<file path="config.mk">
export PLATFORM = sky130hd
export DESIGN_NAME = anncr_drive
export DESIGN_NICKNAME = d
export VERILOG_FILES = /design/src/rtl/anncr_drive.sv
export SDC_FILE = /design/constraint.sdc
export NUM_CORES = 1
export LEC_CHECK = 0
export BUFFER_PORTS_ARGS = -buffer_cell sky130_fd_sc_hd__buf_2
export CORE_MARGIN = 2
export CORE_UTILIZATION = 40
export CTS_BUF_LIST = sky130_fd_sc_hd__clkbuf_8
export DETAILED_ROUTE_END_ITERATION = 8
export SYNTH_ARGS = -nofsm -noshare
export SYNTH_HDL_FRONTEND = slang
export SYNTH_SLANG_ARGS = --single-unit
export TNS_END_PERCENT = 30
</file>
<file path="constraint.sdc">
create_clock -name clk -period 6.05 [get_ports clk]
set_input_delay 0.3025 -clock clk [delete_from_list [all_inputs] [get_ports clk]]
set_output_delay 0.3025 -clock clk [all_outputs]
set_load 0.02 [all_outputs]
</file>
<file path="src/rtl/anncr_drive.sv">
module anncr_drive #(
  parameter int DIV_W = 16,
  parameter int NSEG  = 4
) (
  input  logic             clk,
  input  logic             rst_n,
  input  logic             osc_en,
  input  logic             ann_en,
  input  logic [DIV_W-1:0] half_period,
  input  logic [NSEG-1:0]  seg_on,
  output logic             bp_out,
  output logic [NSEG-1:0]  fp_out
);

  logic             run;
  logic [DIV_W-1:0] cnt;
  logic             bp_q;
  logic [NSEG-1:0]  fp_q;

  wire active = osc_en && ann_en;
  wire at_tc  = cnt >= half_period;

  always_ff @(posedge clk) begin
    if (!rst_n || !active) begin
      run  <= 1'b0;
      cnt  <= '0;
      bp_q <= 1'b0;
      fp_q <= '0;
    end else if (!run) begin
      run  <= 1'b1;
      cnt  <= '0;
      bp_q <= 1'b0;
      fp_q <= seg_on;
    end else if (at_tc) begin
      cnt  <= '0;
      bp_q <= ~bp_q;
      fp_q <= {NSEG{~bp_q}} ^ seg_on;
    end else begin
      cnt  <= cnt + 1'b1;
    end
  end

  assign bp_out = bp_q;
  assign fp_out = fp_q;

endmodule


</file>
; ---- Word-level counts from Yosys, hierarchy flattened
; Cells that the tools add are included.
; Widths: inputs -> output; s select.
[classes]
n_eq_ne = 1
reduce_logical = 6
n_lt_le_gt_ge = 1
n_mux = 3
add_sub_neg = 1
bitwise_logic = 3
[ops]
columns = operator, n
row1 = $add 16x1->16 const B, 1
row2 = $ge 16x16->1, 1
row3 = $mux 4, 2
row4 = $xor 4x4->4, 1
row5 = $reduce_or 3->1, 1
row6 = $logic_not 1->1, 2
row7 = $ne 2x1->1 const B, 1
row8 = $not 1->1, 2
row9 = $reduce_or 2->1, 1
row10 = $logic_and 1x1->1, 1
row11 = $logic_or 1x1->1, 1
row12 = $mux 1, 1
[totals]
inputBits = 24
reg_bits = 22
wordCells = 19
output_inout_bits = 5

; ---- Longest topological paths before layout
[logic_depth]
depth_word = 4
depth_mapped = 8
depth_no_buf = 7

; ---- Worst setup path after synthesis
; OpenSTA, ideal clock, no wires.
[synth_path]
kind = flip-flop to flip-flop
startpoint = reg cnt[0]
endpoint = reg cnt[10]
n_path_buf = 1
t_arrival_ns = 1.933
required_time_ns = 5.986
period_less_slack_ns = 1.997
path_stages_with_launch = 9
setup_ns = 0.064
path_slack_ns = 4.053
cell_sequence = dfxtp_1 > inv_1 > ha_1 > nand2b_1 > a2111oi_0 > o32a_4 > nand4_4 > buf_4 > nor2_1
[synth_between]
elab_chain_cells = 2
word_cells_on_any_way = 3
classes_between = add/sub (1) / order compare (1) / reduce/logical (1)
[synth_rtl]
columns = element, line
row1 = from (decl), 16  ; logic [DIV_W-1:0] cnt;
row2 = from (signal assigned), 39  ; cnt <= cnt + 1'b1;
row3 = $ge 16x16->1, 21  ; wire at_tc = cnt >= half_period;
row4 = $reduce_or 3->1 (no line), --
; Parallel ways exist; a longest one is shown, timed or not.
; A chain may end at the register's enable or synchronous reset.

; ---- Worst setup path in the final report
[layout_path]
startpoint = reg cnt[0]
endpoint = reg cnt[11]
; Same word-level chain as after synthesis.

==> results.ini <==
[grt]
met1_usage_pct=19.32
busiest_layer=met2
use_met2_pct=25.68
grt_max_degree=17
antenna_found_initial=0
grt_pass1_wl_mm=4.795
grt.overflow.total=0
use_met3_pct=2.355
grt_usage_pct=15.01
grt_pass1_vias=1128

[floorplanning]
fp-row-count=21
die_h_um=62.15
initial_core_util_pct=41.18
core_um2=3284
die-area_um2=3863
io_pins=29
die_w_um=62.15

[clock_tree]
cts_hold_buf=0
cts_resized=0
cts_buffers=3
cts_setup_buffers=0
clk_path_buf_depth=2
cts.clk_slew.worst_paths_ns=0.08
ctsHtreeMaxLevel=1
numClockSinks=22
root_buffer=clkbuf_8
cts_tree=yes
clock_latency_ns=0.27

[logic_synthesis]
synth_common_cells=dfxtp_1 (22), ha_1 (17), inv_1 (17), nor2_1 (17), xor2_1 (16)
synth_cells=152
ys_seq_elements=22
syn_avg_cell_area_um2=8.898
yosysTopAreaCell=dfxtp_1
yosysMostFrequentCell=dfxtp_1
synth_nets=193
synth_top_area_share_pct=32.56
synth_cell_type_count=31
synth_area_um2=1353
ys_seq_area_share_pct=32.56
synth_flop_cell=dfxtp_1
ys_async_sr_fraction_pct=0
ys_warn_count=0
yosys-top-cells-area=dfxtp_1 (33%), ha_1 (16%), xor2_1 (10%)
synth_edf_count=0

[pwr]
switchingPower_mw=0.05940
pwr-share-seq_pct=56.1
p_leak_nw=0.7789
switching_share_pct=22.69
p_int_mw=0.2024
clkPwrFrac_pct=34.7
irDropWorstVdd_mv=0.1011
power_density_nw_per_um2=166.4
combPwrFrac_pct=9.3

[worst_setup_path]
crit_arrival_ns=2.37
worst_ep_required_time_ns=6.24
crit_type=reg2reg
cp_slowest_stage_delay_ns=0.52
crit_fanout=16
slowest_stage=a2111oi_0
crit_chain=inv_1, ha_1, nand2b_1, a2111oi_0, o32a_4, nand4_4, nor2_1
crit_path_start_kind=register
crit_path_end_kind=register

[route]
drc=0
wl_per_cell_um=11.71
routed_wirelength_mm=2.634
first_iter_violations=29
vias=1097
antenna_left=0
viasPerCell=4.876
drt_first_pass_iters=4

[layout]
nNetsFinal=222
fin_area_um2=1573
nFillCells=344
antenna_cells=0
syn_to_final_growth_pct=16.28
drive_gt1_share_pct=21.23

[place]
dp_worst_setup_slack_ns=3.850
dp.final_hpwl_mm=2.110
gp_congestion=0.7928
place_area_um2=1531
portBuffers=28

[sta]
rsz0062_at_grt=no
worst_slack_ns=3.876
finClkSkew_ns=0.008806
max_slew.worst_pin.slew_ns=0.5097
setup-tns-final_ns=0
fin_crit_sh_pct=35.94
fmax_mhz=460.0
slew_headroom_pct=65.14
min_period_ns=2.174
setup_viol=0
hold_violations=0
slew_viol_final=0

[job]
maxCapViolCount=0

[outcome]
status=completed

[worst_hold_path]
hold_path_class=in2reg

placed cells by master, fill, tap and decap left out, drive strengths merged, types with 2 or more instances in the layout:
cell	instances
and3	4
mux2i	4
nand2	13
clkbuf	3
nand4	7
xnor2	2
a21oi	5
ha	17
xor2	16
nor2	17
dfxtp	22
nand3	8
inv	17
buf	28
and4	4
per-layer routing:
metal	wire length, um	vias up
met2	1260	13
met3	70	5
met1	1267	504
met4	36	0
li1	-	575
met5	0	-
final cells by class:
cell class | instances | area [um2] | share of cell area (%)
inverter | 17 | 63.81 | 4.057
timing repair buffer | 28 | 140.1 | 8.910
sequential | 22 | 440.4 | 28.00
tap | 46 | 57.56 | 3.660
multi-input combinational | 109 | 829.5 | 52.74
clock buffer | 3 | 41.29 | 2.625
through the flow:
stage	hold WS, ns	total power [mW]	utilization (%)	cells
after global placement	0.4411	0.1734	46.63	222
final	0.3325	0.2618	47.89	225
after CTS	0.3342	0.2642	47.89	225
after detailed placement	0.4539	0.1745	46.63	222
after floorplan	0.4487	0.1639	-	152
after global routing	0.3743	0.2740	47.89	225
registers in the layout, indices dropped and copies added, names as in the netlist:
name / cells
fp_out: 4
run: 1
cnt: 16
bp_out: 1
cell families (layout without fill, tap and decap cells):
family                     count (synthesis)  count (layout)  synth area share (%)
and+or+nand+nor                           57              57                 22.76
DFF                                       22              22                 32.56
buffers and inverters                     21              48                 6.106
xor gates and xnor gates                  18              18                 11.66
adders and majority gates                 17              17                 15.73
AOI/OAI and AO/OA                         13              13                 8.233
muxes                                      4               4                 2.960
worst paths after layout:
kind | slack [ns] | depth (start not counted) | start | endpoint
min reg2reg | 0.46 | 2 | fp_out[0]$_SDFFE_PN0P_ | fp_out[0]$_SDFFE_PN0P_
min | 0.33 | 4 | seg_on[0] | fp_out[0]$_SDFFE_PN0P_
max | 3.88 | 7 | cnt[0]$_SDFF_PP0_ | cnt[11]$_SDFF_PP0_
max reg2reg | 3.88 | 7 | cnt[0]$_SDFF_PP0_ | cnt[11]$_SDFF_PP0_
power groups by stage:
stage                     clock network [mW]  logic (mW)  registers (mW)
final                                 0.0907      0.0243           0.147
after global routing                  0.0988      0.0283           0.147
after CTS                             0.0927      0.0247           0.147
after detailed placement                   0      0.0244           0.150
after global placement                     0      0.0233           0.150
after floorplan                            0      0.0128           0.151
worst max-delay path, delay by kind of cell (launching register included):
kind / cells / cell delay, ns
adders and majority gates: 1 / 0.26
DFF: 1 / 0.40
AOI/OAI and AO/OA: 2 / 0.81
and+or+nand+nor: 3 / 0.57
buffers and inverters: 1 / 0.06
(Power assumes the default switching activity.)
